### src/rtl/dpp_pkg.sv
package dpp_pkg;
  localparam int unsigned ADDR_W = 4;
  localparam int unsigned FLAG_W = 8;
  localparam int unsigned NPORTS = 2;
  localparam int unsigned PORT_B = 0;
  localparam int unsigned PORT_A = 1;

  localparam logic [ADDR_W-1:0] OFS_PB       = 4'h0;
  localparam logic [ADDR_W-1:0] OFS_PA       = 4'h1;
  localparam logic [ADDR_W-1:0] OFS_DB       = 4'h2;
  localparam logic [ADDR_W-1:0] OFS_DA       = 4'h3;
  localparam logic [ADDR_W-1:0] OFS_PA_QUIET = 4'hF;

  localparam logic [FLAG_W-1:0] CLR_B_MASK = 8'h18;
  localparam logic [FLAG_W-1:0] CLR_A_MASK = 8'h03;

  typedef enum logic [2:0] {
    SEL_NONE,
    SEL_PB,
    SEL_PA,
    SEL_DB,
    SEL_DA
  } reg_sel_e;
endpackage

### src/rtl/dpp_addr_dec.sv
module dpp_addr_dec
  import dpp_pkg::*;
(
  input  logic [ADDR_W-1:0] addr,
  input  logic              wr,
  output reg_sel_e          sel,
  output logic [NPORTS-1:0] data_we,
  output logic [NPORTS-1:0] dir_we,
  output logic [FLAG_W-1:0] clr_mask
);
  always_comb begin
    sel      = SEL_NONE;
    data_we  = '0;
    dir_we   = '0;
    clr_mask = '0;
    unique case (addr)
      OFS_PB: begin
        sel = SEL_PB;
        data_we[PORT_B] = wr;
        clr_mask = wr ? CLR_B_MASK : '0;
      end
      OFS_PA: begin
        sel = SEL_PA;
        data_we[PORT_A] = wr;
        clr_mask = wr ? CLR_A_MASK : '0;
      end
      OFS_PA_QUIET: begin
        sel = SEL_PA;
        data_we[PORT_A] = wr;
      end
      OFS_DB: begin
        sel = SEL_DB;
        dir_we[PORT_B] = wr;
      end
      OFS_DA: begin
        sel = SEL_DA;
        dir_we[PORT_A] = wr;
      end
      default: sel = SEL_NONE;
    endcase
  end
endmodule

### src/rtl/dpp_port_reg.sv
module dpp_port_reg #(
  parameter  int unsigned DATA_W = 8,
  localparam int unsigned IDX_W  = $clog2(DATA_W)
) (
  input  logic              clk,
  input  logic              rst,
  input  logic              data_we,
  input  logic              dir_we,
  input  logic [DATA_W-1:0] wdata,
  input  logic              upd_en,
  input  logic [IDX_W-1:0]  upd_idx,
  input  logic              upd_val,
  output logic [DATA_W-1:0] data_q,
  output logic [DATA_W-1:0] dir_q,
  output logic [DATA_W-1:0] view
);
  logic [DATA_W-1:0] upd_sel;

  always_comb begin
    upd_sel = '0;
    upd_sel[upd_idx] = 1'b1;
  end

  always_ff @(posedge clk) begin
    if (rst) begin
      data_q <= '0;
      dir_q  <= '0;
    end else begin
      if (dir_we) dir_q <= wdata;
      if (data_we) data_q <= wdata & dir_q;
      else if (upd_en) data_q <= upd_val ? (data_q | upd_sel) : (data_q & ~upd_sel);
    end
  end

  assign view = (data_q & dir_q) | ~dir_q;
endmodule

### src/rtl/dpp_rd_mux.sv
module dpp_rd_mux
  import dpp_pkg::*;
#(
  parameter int unsigned DATA_W = 8
) (
  input  logic              clk,
  input  logic              rst,
  input  logic              rd,
  input  reg_sel_e          sel,
  input  logic [DATA_W-1:0] view_a,
  input  logic [DATA_W-1:0] view_b,
  input  logic [DATA_W-1:0] dir_a,
  input  logic [DATA_W-1:0] dir_b,
  output logic [DATA_W-1:0] rdata
);
  logic [DATA_W-1:0] rd_next;

  always_comb begin
    unique case (sel)
      SEL_PB:  rd_next = view_b;
      SEL_PA:  rd_next = view_a;
      SEL_DB:  rd_next = dir_b;
      SEL_DA:  rd_next = dir_a;
      default: rd_next = '0;
    endcase
  end

  always_ff @(posedge clk) begin
    if (rst) rdata <= '0;
    else if (rd) rdata <= rd_next;
  end
endmodule

### src/rtl/dpp_flag_pulse.sv
module dpp_flag_pulse #(
  parameter int unsigned FLAG_W = 8
) (
  input  logic              clk,
  input  logic              rst,
  input  logic [FLAG_W-1:0] mask,
  output logic [FLAG_W-1:0] clr_q
);
  always_ff @(posedge clk) begin
    if (rst) clr_q <= '0;
    else     clr_q <= mask;
  end
endmodule

### src/rtl/dual_pport.sv
module dual_pport
  import dpp_pkg::*;
#(
  parameter  int unsigned DATA_W = 8,
  localparam int unsigned IDX_W  = $clog2(DATA_W)
) (
  input  logic              clk,
  input  logic              rst,
  input  logic              bus_wr,
  input  logic              bus_rd,
  input  logic [3:0]        bus_addr,
  input  logic [DATA_W-1:0] bus_wdata,
  output logic [DATA_W-1:0] bus_rdata,
  input  logic              upd_a_en,
  input  logic [IDX_W-1:0]  upd_a_idx,
  input  logic              upd_a_val,
  input  logic              upd_b_en,
  input  logic [IDX_W-1:0]  upd_b_idx,
  input  logic              upd_b_val,
  output logic [DATA_W-1:0] pa_data,
  output logic [DATA_W-1:0] pa_dir,
  output logic [DATA_W-1:0] pb_data,
  output logic [DATA_W-1:0] pb_dir,
  output logic [7:0]        flag_clr
);
  reg_sel_e          sel;
  logic [NPORTS-1:0] data_we, dir_we;
  logic [FLAG_W-1:0] clr_mask;

  logic [NPORTS-1:0]             upd_en_v;
  logic [NPORTS-1:0][IDX_W-1:0]  upd_idx_v;
  logic [NPORTS-1:0]             upd_val_v;
  logic [NPORTS-1:0][DATA_W-1:0] data_v, dir_v, view_v;

  assign upd_en_v[PORT_A]  = upd_a_en;
  assign upd_idx_v[PORT_A] = upd_a_idx;
  assign upd_val_v[PORT_A] = upd_a_val;
  assign upd_en_v[PORT_B]  = upd_b_en;
  assign upd_idx_v[PORT_B] = upd_b_idx;
  assign upd_val_v[PORT_B] = upd_b_val;

  dpp_addr_dec dec_i (
    .addr     (bus_addr),
    .wr       (bus_wr),
    .sel      (sel),
    .data_we  (data_we),
    .dir_we   (dir_we),
    .clr_mask (clr_mask)
  );

  for (genvar p = 0; p < NPORTS; p++) begin : g_port
    dpp_port_reg #(.DATA_W(DATA_W)) port_i (
      .clk     (clk),
      .rst     (rst),
      .data_we (data_we[p]),
      .dir_we  (dir_we[p]),
      .wdata   (bus_wdata),
      .upd_en  (upd_en_v[p]),
      .upd_idx (upd_idx_v[p]),
      .upd_val (upd_val_v[p]),
      .data_q  (data_v[p]),
      .dir_q   (dir_v[p]),
      .view    (view_v[p])
    );
  end

  dpp_rd_mux #(.DATA_W(DATA_W)) rd_i (
    .clk    (clk),
    .rst    (rst),
    .rd     (bus_rd),
    .sel    (sel),
    .view_a (view_v[PORT_A]),
    .view_b (view_v[PORT_B]),
    .dir_a  (dir_v[PORT_A]),
    .dir_b  (dir_v[PORT_B]),
    .rdata  (bus_rdata)
  );

  dpp_flag_pulse #(.FLAG_W(FLAG_W)) flag_i (
    .clk   (clk),
    .rst   (rst),
    .mask  (clr_mask),
    .clr_q (flag_clr)
  );

  assign pa_data = data_v[PORT_A];
  assign pa_dir  = dir_v[PORT_A];
  assign pb_data = data_v[PORT_B];
  assign pb_dir  = dir_v[PORT_B];
endmodule

### config.mk
export PLATFORM = sky130hd
export DESIGN_NAME = dual_pport
export DESIGN_NICKNAME = d
export VERILOG_FILES = /design/src/rtl/dpp_pkg.sv /design/src/rtl/dpp_addr_dec.sv /design/src/rtl/dpp_port_reg.sv /design/src/rtl/dpp_rd_mux.sv /design/src/rtl/dpp_flag_pulse.sv /design/src/rtl/dual_pport.sv
export SDC_FILE = /design/constraint.sdc
export NUM_CORES = 1
export LEC_CHECK = 0
export ABC_AREA = 1
export BUFFER_PORTS_ARGS = -buffer_cell sky130_fd_sc_hd__buf_2
export CORE_MARGIN = 2
export CORE_UTILIZATION = 51
export CTS_CLUSTER_SIZE = 24
export DETAILED_ROUTE_END_ITERATION = 10
export MAX_ROUTING_LAYER = met4
export PLACE_DENSITY = 0.8
export SKIP_LAST_GASP = 1
export SYNTH_ARGS = -nofsm -noshare
export SYNTH_HDL_FRONTEND = slang
export SYNTH_SLANG_ARGS = --single-unit
### constraint.sdc
create_clock -name clk -period 1.1 [get_ports clk]
set_input_delay 0.11 -clock clk [delete_from_list [all_inputs] [get_ports clk]]
set_output_delay 0.11 -clock clk [all_outputs]
set_load 0.05 [all_outputs]
==> out/metrics.yaml, run 1 <==
finalMaxSlewViolations: 0
synth_area_leaders: "dfxtp_1 (36%), nand2_1 (18%), o21ai_0 (7.7%)"
root_buffer: "clkbuf_8"
yosysTopAreaCellShare: 0.360
p_leak_nw: 1.40
dieArea_um2: 5140
critPathCaptureType: "primary output"
die_h_um: 71.7
skew_ns: 0.00490
cts_htree_levels: 2
comb_power_share: 0.204
crit_slowest_cell: "dfxtp_2"
maxCapViolations: 0
drive_above_1_share: 0.288
via_per_inst: 5.10
arrival_ns: 0.96
worstSetupPathType: "register to primary output"
fin_crit_ns: 1.07
min_path_type: "input port to register"
synth_largest_area_cell: "dfxtp_1"
synth_cells: 379
crit_fanout: 5
syn_avg_cell_area_um2: 6.17
io_pins: 74
port_buffers: 69
finalCritPeriodShare: 0.972
cts_tree: "built"
power.share.clock: 0.343
switching_share: 0.312
globalplace.congestion: 0.874
routed_wl_mm: 6.17
cp-start-kind: "register"
yosys_warnings: 0
core_um2: 4380
hold_viol_final: 0
max_freq_mhz: 935
rsz0062_at_grt: "false"
grt_pass1_wl_mm: 9.80
hold_buffers: 0
antenna_found_initial: 0
synth_area_um2: 2340
power_density_nw_per_um2: 1210
ys_seq_elements: 42
grt.overflow.total: 0
clock-sinks: 42
ir_drop_uv: 608
fin_hold_ws_ns: 0.0945
final_common_cell: "nand2_1"
ant_nets: 0
clkTransAtPathRegs_ns: 0.08
fin_area_um2: 2950
placedCellCount: 499
start_util: 0.533
dr.first_iter.drc_count: 146
fin_cells: 507
power_frac_seq: 0.453
clk_latency_ns: 0.30
n_antenna_cell: 0
critical-path-max-stage-delay_ns: 0.38
pre_cts_slack_ns: -0.241
layout.nets: 480
cts_buffers: 5
p_int_mw: 2.45
fillCellCount: 398
syn_to_final_growth_pct: 26.2
seq_area_frac_synth: 0.360
power_mw: 3.57
fin_util: 0.673
crit_family: "flip-flops"
final_cell_mix: "nand2_1 (109), buf_2 (68), nor2_1 (45)"
fp-row-count: 24
dpl.hpwl_mm: 4.58
clockBufferDepth: 2
worstPathRequired_ns: 0.99
cp_cell_sequence: "buf_2"
final-setup-viol-count: 0
drc: 0
grt_max_degree: 33
synth_cell_types: 22
post_cts_buffers: 0
p_switching_mw: 1.11
dr.pass1.iters: 4
place_area_um2: 2810
die_w_um: 71.7
setup_tns_ns: 0
grt_usage: 0.246
cp_num_buf_inv: 1
first_global_vias: 2215
status: "finished clean"
wl_per_cell_um: 12.2
via_count: 2585
setup_ws_ns: 0.0303
final timing paths:
path	startpoint	to	slack, ns	cells past startpoint
setup / recovery	g_port[1].port_i.dir_q[3]	pa_dir[3]	0.03	1
hold / removal	bus_wdata[6]	register	0.09	3
hold reg to reg	rd_i.rdata[0]	rd_i.rdata[0]	0.47	2
setup reg to reg	register	rd_i.rdata[4]	0.11	8
worst register-to-register path, cell delays in order, from the launching register on:
cell	delay, ns
dfxtp_2	0.33
inv_1	0.04
nand2_1	0.05
nand3_1	0.06
nand2_1	0.06
nor2_2	0.11
nand2_1	0.09
nand2_1	0.09
a21oi_2	0.05
final cells by class:
| class | count | area, um^2 | share of cell area |
|---|---|---|---|
| tap | 52 | 65.1 | 0.0221 |
| clock buffer | 5 | 68.8 | 0.0233 |
| sequential | 42 | 871 | 0.295 |
| clock inverter | 3 | 40.0 | 0.0136 |
| inverter | 47 | 181 | 0.0615 |
| timing repair buffer | 83 | 478 | 0.162 |
| multi-input combinational | 275 | 1250 | 0.422 |
per-layer routing:
layer	global-route usage	part of all wire	vias to the layer above
met5	-	0	-
met3	0.0450	0.056	7
met1	0.310	0.46	1164
li1	-	-	1333
met4	0.0629	0.0092	0
met2	0.408	0.48	81
logic make-up after synthesis:
family | share of synthesized area
simple gates | 0.361
flops | 0.360
buf+inv | 0.123
compound gates | 0.154
other cells | 0.00160
cell usage after synthesis, drive strengths merged:
cell type / number
nand2: 112
nor3: 8
o21ai: 37
clkinv: 1
a21oi: 35
conb: 1
buf: 13
inv: 46
clkbuf: 5
dfxtp: 42
nand3: 30
nor2: 49
power groups by stage:
stage / clock [mW] / combinational [mW] / sequential, mW
CTS: 1.24 / 0.713 / 1.62
global placement: 0 / 0.700 / 1.65
floorplan: 0 / 0.304 / 1.84
global route: 1.30 / 0.785 / 1.62
finish: 1.22 / 0.726 / 1.62
detailed placement: 0 / 0.708 / 1.65
repair_timing:
action                                  CTS  global route
endpoints found under the hold margin     0             0
endpoints found under the setup margin    0            18
gates resized for setup                   0             7
No activity file was read; power rests on OpenSTA's default activity.
==> inputs of run 2 (changes only) <==
--- a/config.mk
+++ b/config.mk
@@ -13,6 +13,7 @@
 export DETAILED_ROUTE_END_ITERATION = 10
 export MAX_ROUTING_LAYER = met4
 export PLACE_DENSITY = 0.8
+export RECOVER_POWER = 100
 export SKIP_LAST_GASP = 1
 export SYNTH_ARGS = -nofsm -noshare
 export SYNTH_HDL_FRONTEND = slang
==> run 2 against run 1 <==
Against the previous run: sequential cell count unchanged; largest cell class unchanged; setup slack about the same; highest routed layer unchanged; routed wire length is 0.68% lower; combinational power is 1% lower; register-to-register slack about the same; via count down 0.46%; die area did not move; clock skew fell by 0.0014 ns; critical path depth unchanged; non-clock buffer count unchanged; critical endpoint is now pb_data[6]; global-route usage did not move.
==> out/metrics.yaml, run 2 (synthesized netlist as in run 1, its figures left out) <==
dieArea_um2: 5140  # unchanged
grt_usage: 0.246  # unchanged
fillCellCount: 405  # was 398
p_switching_mw: 1.10  # was 1.11 mW
maxCapViolations: 0  # unchanged
drive_above_1_share: 0.268  # was 0.288
routed_wl_mm: 6.13  # was 6.17 mm
cts_buffers: 5  # unchanged
rsz0062_at_grt: "false"  # unchanged
start_util: 0.533  # unchanged
via_count: 2573  # was 2,585
die_h_um: 71.7  # unchanged
placedCellCount: 499  # unchanged
power_frac_seq: 0.455  # was 0.453
hold_viol_final: 0  # unchanged
core_um2: 4380  # unchanged
cp-start-kind: "register"  # unchanged
cp_num_buf_inv: 1  # unchanged
io_pins: 74  # unchanged
root_buffer: "clkbuf_8"  # unchanged
power.share.clock: 0.342  # was 0.343
fin_cells: 507  # unchanged
clkTransAtPathRegs_ns: 0.08  # about the same
clk_latency_ns: 0.30  # about the same
fin_crit_ns: 1.07  # about the same
final_cell_mix: "nand2_1 (111), nor2_1 (45), inv_1 (44)"  # was nand2_1 (109), buf_2 (68), nor2_1 (45)
dpl.hpwl_mm: 4.58  # unchanged
worstPathRequired_ns: 0.99  # about the same
arrival_ns: 0.96  # about the same
skew_ns: 0.00350  # was 0.00490 ns
crit_family: "flip-flops"  # unchanged
critical-path-max-stage-delay_ns: 0.37  # was 0.38 ns
dr.first_iter.drc_count: 173  # was 146
drc: 0  # unchanged
finalCritPeriodShare: 0.973  # was 0.972
comb_power_share: 0.202  # was 0.204
max_freq_mhz: 935  # about the same
switching_share: 0.311  # was 0.312
cts_tree: "built"  # unchanged
syn_to_final_growth_pct: 25.5  # was 26.2%
p_leak_nw: 1.36  # was 1.40 nW
hold_buffers: 0  # unchanged
antenna_found_initial: 0  # unchanged
min_path_type: "input port to register"  # unchanged
grt.overflow.total: 0  # unchanged
setup_ws_ns: 0.0302  # was 0.0303 ns
globalplace.congestion: 0.874  # unchanged
post_cts_buffers: 0  # unchanged
layout.nets: 480  # unchanged
cp_cell_sequence: "clkbuf_2"  # was buf_2
port_buffers: 69  # unchanged
first_global_vias: 2215  # unchanged
power_density_nw_per_um2: 1210  # about the same
grt_pass1_wl_mm: 9.80  # unchanged
ir_drop_uv: 609  # was 608 uV
cts_htree_levels: 2  # unchanged
dr.pass1.iters: 4  # unchanged
worstSetupPathType: "register to primary output"  # unchanged
ant_nets: 0  # unchanged
status: "finished clean"  # unchanged
n_antenna_cell: 0  # unchanged
final_common_cell: "nand2_1"  # unchanged
die_w_um: 71.7  # unchanged
crit_slowest_cell: "dfxtp_1"  # was dfxtp_2
wl_per_cell_um: 12.1  # was 12.2 um
crit_fanout: 3  # was 5
via_per_inst: 5.07  # was 5.10
clock-sinks: 42  # unchanged
critPathCaptureType: "primary output"  # unchanged
finalMaxSlewViolations: 0  # unchanged
grt_max_degree: 33  # unchanged
pre_cts_slack_ns: -0.241  # unchanged
fp-row-count: 24  # unchanged
final-setup-viol-count: 0  # unchanged
p_int_mw: 2.45  # about the same
clockBufferDepth: 2  # unchanged
[run 2: timing repair]
action | 4_1_cts | 5_1_grt
hold endpoints to repair | 0 | 0
resized for setup | 0 | 7
setup endpoints to repair | 0 | 18
[run 2: area by class of cell]
type                    count  area (um^2)  share of cell area
inverters                  47          181              0.0619
clock inverters             3         40.0              0.0137
clock buffers               5         68.8              0.0235
multi-input cells         275         1240               0.422
repair buffers             83          477               0.163
well taps                  52         65.1              0.0222
flip-flops and latches     42          865               0.295
[run 2: final timing paths]
path                                     from             to  slack, ns  cells after the start
worst max-delay path                 register     pb_data[6]       0.03                      1
worst min-delay path             bus_wdata[6]       register       0.10                      3
worst min register to register  rd_i.rdata[0]  rd_i.rdata[0]       0.47                      2
worst max register to register       register  rd_i.rdata[6]       0.10                      8
[run 2: stage by stage]
stage	setup TNS, ns	power [mW]	area (um^2)	hold slack [ns]	utilization
after global routing	0	3.71	2930	0.120	0.669
after global placement	-4.87	2.35	2810	0.409	0.642
final	0	3.55	2930	0.100	0.669
after CTS	0	3.57	2920	0.0960	0.666
after floorplan	0	2.15	2380	0.264	-
after detailed placement	-5.80	2.36	2810	0.409	0.642
[run 2: routing by layer]
layer / up-vias / routed length [um] / part of all wire / global-route usage
met5: - / 0 / 0 / -
met4: 0 / 70 / 0.011 / 0.0629
met3: 11 / 346 / 0.056 / 0.0450
met2: 80 / 2920 / 0.48 / 0.408
met1: 1146 / 2790 / 0.45 / 0.310
li1: 1336 / - / - / -
[run 2: power groups by stage]
| stage | logic (mW) | registers (mW) | clock network, mW |
|---|---|---|---|
| 5_1_grt | 0.779 | 1.62 | 1.30 |
| 6_report | 0.719 | 1.62 | 1.22 |
| 3_3_place_gp | 0.700 | 1.65 | 0 |
| 2_1_floorplan | 0.304 | 1.84 | 0 |
| 4_1_cts | 0.713 | 1.62 | 1.24 |
| 3_5_place_dp | 0.708 | 1.65 | 0 |
